[src/rtl/gpio_evt_pkg.sv]
`timescale 1ns/1ps
package gpio_evt_pkg;
  localparam int ADDR_W = 3;

  typedef enum logic [ADDR_W-1:0] {
    SEL_ENABLE = 3'd0,
    SEL_KIND   = 3'd1,
    SEL_POL    = 3'd2,
    SEL_PEND   = 3'd3,
    SEL_LEVEL  = 3'd4
  } reg_sel_e;
endpackage

[src/rtl/gpio_evt_sync.sv]
`timescale 1ns/1ps
module gpio_evt_sync #(
  parameter int NPINS  = 8,
  parameter int STAGES = 2
) (
  input  logic             clk_i,
  input  logic             rst_ni,
  input  logic [NPINS-1:0] pins_i,
  output logic [NPINS-1:0] level_o,
  output logic [NPINS-1:0] level_prev_o
);
  logic [NPINS-1:0] chain_q [STAGES];

  always_ff @(posedge clk_i or negedge rst_ni) begin
    if (!rst_ni) begin
      for (int i = 0; i < STAGES; i++) chain_q[i] <= '0;
      level_prev_o <= '0;
    end else begin
      chain_q[0] <= pins_i;
      for (int i = 1; i < STAGES; i++) chain_q[i] <= chain_q[i-1];
      level_prev_o <= chain_q[STAGES-1];
    end
  end

  assign level_o = chain_q[STAGES-1];
endmodule

[src/rtl/gpio_evt_detect.sv]
`timescale 1ns/1ps
module gpio_evt_detect #(
  parameter int NPINS = 8
) (
  input  logic [NPINS-1:0] level_i,
  input  logic [NPINS-1:0] level_prev_i,
  input  logic [NPINS-1:0] kind_i,
  input  logic [NPINS-1:0] pol_i,
  output logic [NPINS-1:0] evt_o
);
  for (genvar g = 0; g < NPINS; g++) begin : g_pin
    logic rise, fall;
    assign rise = level_i[g] & ~level_prev_i[g];
    assign fall = ~level_i[g] & level_prev_i[g];
    always_comb begin
      if (kind_i[g]) evt_o[g] = rise | fall;
      else if (pol_i[g]) evt_o[g] = fall;
      else evt_o[g] = rise;
    end
  end
endmodule

[src/rtl/gpio_evt_regs.sv]
`timescale 1ns/1ps
module gpio_evt_regs
  import gpio_evt_pkg::*;
#(
  parameter int NPINS = 8,
  parameter int DW    = 32
) (
  input  logic              clk_i,
  input  logic              rst_ni,
  input  logic              wr_i,
  input  logic              rd_i,
  input  logic [ADDR_W-1:0] addr_i,
  input  logic [DW-1:0]     wdata_i,
  input  logic [NPINS-1:0]  evt_i,
  input  logic [NPINS-1:0]  level_i,
  output logic [NPINS-1:0]  en_o,
  output logic [NPINS-1:0]  kind_o,
  output logic [NPINS-1:0]  pol_o,
  output logic [NPINS-1:0]  pend_o,
  output logic [DW-1:0]     rdata_o,
  output logic              irq_o
);
  logic [NPINS-1:0] wbits;
  logic [NPINS-1:0] clr_mask;
  logic [NPINS-1:0] pend_d;
  logic [DW-1:0]    rd_mux;

  assign wbits = wdata_i[NPINS-1:0];

  if (NPINS < DW) begin : g_hi
    logic unused_wdata_hi;
    assign unused_wdata_hi = ^wdata_i[DW-1:NPINS];
  end

  assign clr_mask = (wr_i && addr_i == SEL_PEND) ? wbits : '0;
  // A new event overrides a same-cycle clear.
  assign pend_d = (pend_o & ~clr_mask) | evt_i;

  always_ff @(posedge clk_i or negedge rst_ni) begin
    if (!rst_ni) begin
      en_o   <= '0;
      kind_o <= '0;
      pol_o  <= '0;
      pend_o <= '0;
      irq_o  <= 1'b0;
    end else begin
      pend_o <= pend_d;
      irq_o  <= |(pend_o & en_o);
      if (wr_i) begin
        unique case (addr_i)
          SEL_ENABLE: en_o   <= wbits;
          SEL_KIND:   kind_o <= wbits;
          SEL_POL:    pol_o  <= wbits;
          default: ;
        endcase
      end
    end
  end

  always_comb begin
    unique case (addr_i)
      SEL_ENABLE: rd_mux = DW'(en_o);
      SEL_KIND:   rd_mux = DW'(kind_o);
      SEL_POL:    rd_mux = DW'(pol_o);
      SEL_PEND:   rd_mux = DW'(pend_o);
      SEL_LEVEL:  rd_mux = DW'(level_i);
      default:    rd_mux = '0;
    endcase
  end

  always_ff @(posedge clk_i or negedge rst_ni) begin
    if (!rst_ni) rdata_o <= '0;
    else if (rd_i) rdata_o <= rd_mux;
  end
endmodule

[src/rtl/gpio_evt_ctrl.sv]
`timescale 1ns/1ps
module gpio_evt_ctrl
  import gpio_evt_pkg::*;
#(
  parameter int NPINS       = 8,
  parameter int DW          = 32,
  parameter int SYNC_STAGES = 2
) (
  input  logic              clk_i,
  input  logic              rst_ni,
  input  logic [NPINS-1:0]  pins_i,
  input  logic              reg_wr_i,
  input  logic              reg_rd_i,
  input  logic [ADDR_W-1:0] reg_addr_i,
  input  logic [DW-1:0]     reg_wdata_i,
  output logic [DW-1:0]     reg_rdata_o,
  output logic              irq_o
);
  logic [NPINS-1:0] level_w, level_prev_w;
  logic [NPINS-1:0] kind_w, pol_w, en_w, pend_w, evt_w;

  gpio_evt_sync #(.NPINS(NPINS), .STAGES(SYNC_STAGES)) u_sync (
    .clk_i        (clk_i),
    .rst_ni       (rst_ni),
    .pins_i       (pins_i),
    .level_o      (level_w),
    .level_prev_o (level_prev_w)
  );

  gpio_evt_detect #(.NPINS(NPINS)) u_detect (
    .level_i      (level_w),
    .level_prev_i (level_prev_w),
    .kind_i       (kind_w),
    .pol_i        (pol_w),
    .evt_o        (evt_w)
  );

  gpio_evt_regs #(.NPINS(NPINS), .DW(DW)) u_regs (
    .clk_i   (clk_i),
    .rst_ni  (rst_ni),
    .wr_i    (reg_wr_i),
    .rd_i    (reg_rd_i),
    .addr_i  (reg_addr_i),
    .wdata_i (reg_wdata_i),
    .evt_i   (evt_w),
    .level_i (level_w),
    .en_o    (en_w),
    .kind_o  (kind_w),
    .pol_o   (pol_w),
    .pend_o  (pend_w),
    .rdata_o (reg_rdata_o),
    .irq_o   (irq_o)
  );
endmodule

[config.mk]
export PLATFORM = sky130hd
export DESIGN_NAME = gpio_evt_ctrl
export DESIGN_NICKNAME = d
export VERILOG_FILES = /design/src/rtl/gpio_evt_pkg.sv /design/src/rtl/gpio_evt_sync.sv /design/src/rtl/gpio_evt_detect.sv /design/src/rtl/gpio_evt_regs.sv /design/src/rtl/gpio_evt_ctrl.sv
export SDC_FILE = /design/constraint.sdc
export NUM_CORES = 1
export LEC_CHECK = 0
export BUFFER_PORTS_ARGS = -buffer_cell sky130_fd_sc_hd__buf_2
export CAP_MARGIN = 40
export CORE_MARGIN = 2
export CORE_UTILIZATION = 48
export CTS_CLUSTER_DIAMETER = 50
export DETAILED_ROUTE_END_ITERATION = 12
export PLACE_DENSITY = 0.73
export SLEW_MARGIN = 20
export SYNTH_ARGS = -nofsm -noshare
export SYNTH_HDL_FRONTEND = slang
export SYNTH_SLANG_ARGS = --single-unit
[constraint.sdc]
create_clock -name clk_i -period 3.05 [get_ports clk_i]
set_clock_uncertainty 0.05 [all_clocks]
set_input_delay 0.1525 -clock clk_i [delete_from_list [all_inputs] [get_ports clk_i]]
set_output_delay 0.1525 -clock clk_i [all_outputs]
set_load 0.02 [all_outputs]
==> results of run 1 <==
## registers in the layout (all words and copies together), names as in the netlist
signal and flops:
u_regs.en_o 8, u_regs.irq_o 1, u_regs.kind_o 8, u_regs.pend_o 8, u_regs.pol_o 8, u_regs.rdata_o 8, u_sync.chain_q 8, u_sync.level_o 8
u_sync.level_prev_o 8
## power breakdown
| part | switching [mW] | internal (mW) |
|---|---|---|
| Sequential | 0.0956 | 0.975 |
| Clock | 0.310 | 0.444 |
| Combinational | 0.172 | 0.187 |
| Total | 0.578 | 1.61 |
## cell families (layout without fill, tap and decap cells)
logic type | count (synthesis) | after routing | synth area share (%)
other | 1 | 24 | 0.118
adder cells (fa/ha/maj) | 16 | 16 | 6.28
flip-flops | 65 | 65 | 51.0
buffers and inverters | 58 | 84 | 10.7
AO/OA/AOI/OAI | 30 | 30 | 7.85
multiplexers | 47 | 47 | 16.9
AND/OR/NAND/NOR | 36 | 36 | 7.06
## cells in the final DEF, fill, tap and decap left out, types with 2 or more instances in the layout
master and instances:
dfrtp_1 65, buf_2 31, inv_1 25, mux2_2 24, conb_1 24, ha_1 16
mux2i_1 15, clkbuf_8 12, a22oi_1 11, nand2_1 10, nor2_1 9, dlygate4sd3_1 9
a221o_1 8, mux2_4 8, o221ai_1 8, nand2b_1 7, nor4bb_1 2, clkbuf_1 2
buf_4 2
## worst paths after layout
check / from / to / slack [ns]
max in group asynchronous: rst_ni / u_sync.chain_q[13]$_DFF_PN0_ / 2.02
setup reg to reg: u_sync.level_o[5]$_DFF_PN0_ / u_regs.pend_o[5]$_DFF_PN0_ / 1.78
hold reg to reg: u_sync.chain_q[13]$_DFF_PN0_ / u_sync.level_o[5]$_DFF_PN0_ / 0.29
min in group asynchronous: rst_ni / u_regs.pend_o[4]$_DFF_PN0_ / 0.21
setup / recovery: reg_addr_i[0] / u_regs.kind_o[2]$_DFFE_PN0P_ / 1.52
hold / removal: reg_wdata_i[3] / u_regs.kind_o[3]$_DFFE_PN0P_ / 0.04
## cells in the mapped netlist (all sizes together), types with 7 or more instances
cell | count | share of area (%)
a221o | 8 | 2.5
a22oi | 11 | 2.6
buf | 32 | 7.7
dfrtp | 65 | 51
ha | 16 | 6.3
inv | 25 | 2.9
mux2 | 32 | 12
mux2i | 15 | 4.7
nand2 | 10 | 1.2
nand2b | 7 | 1.4
nor2 | 9 | 1.1
o221ai | 8 | 2.2
## stage by stage
stage          total power [mW]  utilization (%)  hold WS [ns]  cells
2_1_floorplan              1.35                -        -0.193    276
3_3_place_gp               1.42             51.6         0.212    353
3_5_place_dp               1.43             51.6         0.212    353
4_1_cts                    2.20             56.2        0.0297    378
5_1_grt                    2.30             56.7        0.0293    379
6_report                   2.18             56.7        0.0425    379
## metal layers
metal / share of wire (%) / GRT usage (%) / vias to the layer above
li1: - / - / 921
met1: 46 / 23.5 / 989
met5: 0 / 0 / -
met4: 0.89 / 5.63 / 0
met3: 5.5 / 6.26 / 7
met2: 48 / 27.8 / 51
## layout make-up
cell class | count | area, µm² | share of cell area (%)
Timing Repair Buffer | 43 | 288 | 7.95
Sequential cell | 65 | 1630 | 45.0
Inverter | 25 | 93.8 | 2.59
Multi-Input combinational cell | 153 | 1310 | 36.1
Clock inverter | 2 | 35.0 | 0.968
Tap cell | 77 | 96.3 | 2.66
Clock buffer | 14 | 173 | 4.77
## repair_timing
item | in CTS | in global routing
endpoints found under the hold margin | 42 | 0
setup endpoints to repair | 0 | 0
buffers inserted | 0 | 0
hold buffers | 9 | 0
==> impl_metrics.json, run 1 <==
{
  "run_status": "complete, no violations",
  "diodes": 0,
  "coreArea_um2": 6390,
  "fp.dieH_um": 85.5,
  "clock_path_buffers": 2,
  "ios": 80,
  "period_minus_slack_ns": 1.53,
  "drive_gt1_share_pct": 27.5,
  "ff2ff_path_depth": 5,
  "maxSlewViolCount": 0,
  "fin_crit_sh_pct": 50.3,
  "antenna_found_initial": 0,
  "fmax_mhz": 652,
  "cap_violations": 0,
  "area_delta_synth_final_pct": 13.5,
  "hpwlAfterDp_um": 3920,
  "start_util_pct": 49.9,
  "numPortBuffers": 31,
  "cp.depth": 4,
  "postSynthCellCount": 253,
  "ir_drop_mv": 0.381,
  "synth_edf_count": 0,
  "cts_buffers": 9,
  "drt_pre_antenna_iters": 4,
  "fin_ws_ns": 1.52,
  "end_kind": "register",
  "grt_pass1_vias": 1912,
  "h-tree-depth": 3,
  "hold_viol": 0,
  "fin_area_um2": 3620,
  "num_rows": 29,
  "cp_data_required_time_ns": 3.22,
  "p_leak_nw": 1.75,
  "cp_top_family": "simple AND/OR/NAND/NOR gates",
  "drt_iter0_drc": 85,
  "syn_area_um2": 3190,
  "slowest_delay_ns": 0.68,
  "async_flop_share_pct": 100,
  "crit_fanout": 9,
  "gp_congestion": 0.768,
  "ys_seq_area_share_pct": 51.0,
  "crit_buf_inv": 1,
  "clk_latency_ns": 0.34,
  "avgViaCountPerCell": 5.19,
  "synth_ff_type": "dfrtp_1",
  "relSlewSlack_pct": 51.5,
  "path_clk_slew_ns": 0.07,
  "post_cts_resize_count": 0,
  "nNetsFinal": 360,
  "cp-start-kind": "input port",
  "cts.sinks": 65,
  "root_buffer": "clkbuf_8",
  "chipWidth_um": 85.5,
  "avgSynthCellArea_um2": 12.6,
  "slowest_stage": "and3b_1",
  "dieArea_um2": 7310,
  "cts_tree": "yes",
  "synth_warnings": 0,
  "dp_slack_ns": 1.15,
  "synth_cell_types": 29,
  "finalSetupViolCount": 0,
  "power_density_nw_per_um2": 603,
  "crit_chain": "buf_2, nor2b_4, and3b_1, mux2_4",
  "num-fill-cells": 537,
  "min_path_cells": 2,
  "grt-ovfl-total": 0,
  "gr-usage-all-layers_pct": 17.8,
  "ant_nets": 0,
  "grt_setup_unrepaired": "false",
  "ys_ff_latch": 65,
  "cp.arrival_ns": 1.70,
  "wl_per_cell_um": 15.5,
  "grt_pass1_wl_um": 9760,
  "fin_setup_tns_ns": 0,
  "dr_total_vias": 1968,
  "worstSetupPathType": "input port to register",
  "wl_um": 5880,
  "grt_start_max_net_pins": 37,
  "min_path_type": "input port to register",
  "remaining_drc_errors": 0,
  "place_area_um2": 3290,
  "worst_slew_pin_slew_ns": 0.727
}
Power figures use the tool's default switching activity.
==> run 2, diff against run 1 <==
--- a/config.mk
+++ b/config.mk
@@ -11,7 +11,7 @@
 export CORE_UTILIZATION = 48
 export CTS_CLUSTER_DIAMETER = 50
 export DETAILED_ROUTE_END_ITERATION = 12
-export PLACE_DENSITY = 0.73
+export PLACE_DENSITY = 0.76
 export SLEW_MARGIN = 20
 export SYNTH_ARGS = -nofsm -noshare
 export SYNTH_HDL_FRONTEND = slang
==> constraint.sdc (replaced) <==
create_clock -name clk_i -period 1.4 [get_ports clk_i]
set_clock_uncertainty 0.05 [all_clocks]
set_input_delay 0.07 -clock clk_i [delete_from_list [all_inputs] [get_ports clk_i]]
set_output_delay 0.07 -clock clk_i [all_outputs]
set_load 0.02 [all_outputs]
==> run 2 against run 1 <==
Against the previous run: global-route usage decreased by 0.22 points; via count is 2.6% higher; setup slack worse by 1.4 ns; cell count rose by 4.0%; clock power up 130%; critical path type is now register to register; non-clock buffer count up 15; sequential power rose by 120%; highest routed layer unchanged; first-iteration DRC count rose by 1.2%; combinational power is 130% higher; register-to-register slack worse by 1.6 ns; die area unchanged; worst hold slack improved by 0.035 ns.
==> impl_metrics.json, run 2 (synthesized netlist as in run 1, its figures left out) <==
{
  "final_cells": 394,
  "start_util_pct": 49.9,
  "antenna_found_initial": 0,
  "cts_buffers": 9,
  "mostFrequentLayoutCells": "dfrtp_1, buf_2, inv_1",
  "cap_violations": 0,
  "h-tree-depth": 3,
  "cp_data_required_time_ns": 1.57,
  "ios": 80,
  "rr_endpoint": "u_regs.pend_o[0]$_DFF_PN0_",
  "rr_startpoint": "u_sync.level_o[0]$_DFF_PN0_",
  "remaining_drc_errors": 0,
  "min_path_type": "input port to register",
  "num_rows": 29,
  "grt_start_max_net_pins": 66,
  "cts.sinks": 65,
  "post_cts_resize_count": 0,
  "drive_gt1_share_pct": 28.1,
  "r2r_setup_slack_ns": 0.14,
  "avgViaCountPerCell": 5.13,
  "grt_util_met1_pct": 23.7,
  "worstSetupPathType": "register to register",
  "cp.arrival_ns": 1.43,
  "clock_path_buffers": 2,
  "power_mw": 4.92,
  "hp-start": "reg_rd_i",
  "maxSlewViolCount": 0,
  "relSlewSlack_pct": 55.3,
  "grt_pass1_vias": 1991,
  "diodes": 0,
  "fin_area_um2": 3780,
  "fp.dieH_um": 85.5,
  "period_minus_slack_ns": 1.26,
  "finalSetupViolCount": 0,
  "grt_util_met2_pct": 27.6,
  "run_status": "complete, no violations",
  "ant_nets": 0,
  "cts_hold_buf": 17,
  "crit_fanout": 4,
  "ir_drop_mv": 0.955,
  "coreArea_um2": 6390,
  "holdPathEnd": "u_regs.rdata_o[5]$_DFFE_PN0P_",
  "ff2ff_path_depth": 4,
  "drt_iter0_drc": 86,
  "cts_tree": "yes",
  "cp.depth": 4,
  "dieArea_um2": 7310,
  "chipWidth_um": 85.5,
  "end_kind": "register",
  "internal-power_mw": 3.66,
  "grt_pass1_wl_um": 9810,
  "worst_slew_pin_slew_ns": 0.667,
  "power_switching_mw": 1.26,
  "layout_commonest_cell": "dfrtp_1",
  "nNetsFinal": 375,
  "wl_um": 5890,
  "met3_usage_pct": 5.58,
  "post-cts-setup-buffer-count": 0,
  "dr_total_vias": 2020,
  "place_area_um2": 3390,
  "root_buffer": "clkbuf_8",
  "fmax_mhz": 796,
  "p_leak_nw": 1.83,
  "slowest_delay_ns": 0.40,
  "grt.busiest_layer": "met2",
  "cp_top_family": "flip-flops",
  "drt_pre_antenna_iters": 4,
  "cp-start-kind": "register",
  "clk_latency_ns": 0.34,
  "grt_setup_unrepaired": "false",
  "crit_chain": "inv_1, ha_1, inv_1, a221o_1",
  "path_clk_slew_ns": 0.07,
  "area_delta_synth_final_pct": 18.6,
  "fin_crit_sh_pct": 89.8,
  "fin_setup_tns_ns": 0,
  "power_density_nw_per_um2": 1300,
  "gp_congestion": 0.773,
  "seq_power_share_pct": 47.5,
  "combPwrFrac_pct": 16.5,
  "pwr-share-clk_pct": 36.0,
  "hold_viol": 0,
  "wl_per_cell_um": 15.0,
  "min_path_cells": 2,
  "gr-usage-all-layers_pct": 17.6,
  "place_inst": 361,
  "crit_buf_inv": 2,
  "numPortBuffers": 31,
  "grt-ovfl-total": 0,
  "p_sw_share_pct": 25.6,
  "hpwlAfterDp_um": 4100,
  "crit_top_cell": "inv_1",
  "slowest_stage": "dfrtp_1",
  "num-fill-cells": 523
}
-- run 2: area by class of cell --
class | instances | area [µm²] | area share (%)
clock buffers | 14 | 163 | 4.30
clock inverters | 2 | 60.1 | 1.59
inverters | 25 | 93.8 | 2.48
multi-input cells | 153 | 1310 | 34.5
flip-flops and latches | 65 | 1630 | 43.0
well taps | 77 | 96.3 | 2.55
repair buffers | 58 | 438 | 11.6
-- run 2: power groups by stage --
stage | registers (mW) | logic (mW) | clock network (mW)
after floorplan | 2.35 | 0.583 | 0
after global placement | 2.36 | 0.753 | 0
after detailed placement | 2.37 | 0.782 | 0
after CTS | 2.34 | 0.822 | 1.81
after global routing | 2.37 | 0.894 | 1.90
final | 2.34 | 0.813 | 1.77
-- run 2: metal layers --
layer  share of wire (%)  wire length [µm]  vias up
met5                   0                 0        -
li1                    -                 -      953
met1                  46              2700     1012
met2                  48              2830       48
met4                 1.2                73        0
met3                 4.8               284        7
-- run 2: stage by stage --
step	setup slack (ns)	hold slack [ns]	utilization (%)
6_report	0.143	0.0772	59.2
5_1_grt	0.0302	0.0766	59.2
4_1_cts	0.129	0.0826	59.2
3_5_place_dp	0.00319	0.0611	53.1
3_3_place_gp	0.0305	0.0564	53.1
2_1_floorplan	0.191	-0.276	-
-- run 2: worst max-delay path by stage --
| stage | start | to | slack (ns) |
|---|---|---|---|
| 2_1_floorplan | reg_addr_i[0] | u_regs.kind_o[0]$_DFFE_PN0P_ | 0.19 |
| 3_3_place_gp | reg_addr_i[2] | u_regs.rdata_o[3]$_DFFE_PN0P_ | 0.03 |
| 3_5_place_dp | reg_addr_i[2] | u_regs.rdata_o[0]$_DFFE_PN0P_ | 0.003 |
| 4_1_cts | u_sync.level_o[3]$_DFF_PN0_ | u_regs.pend_o[3]$_DFF_PN0_ | 0.13 |
| 5_1_grt | u_sync.level_o[7]$_DFF_PN0_ | u_regs.pend_o[7]$_DFF_PN0_ | 0.03 |
| 6_report | u_sync.level_o[0]$_DFF_PN0_ | u_regs.pend_o[0]$_DFF_PN0_ | 0.14 |
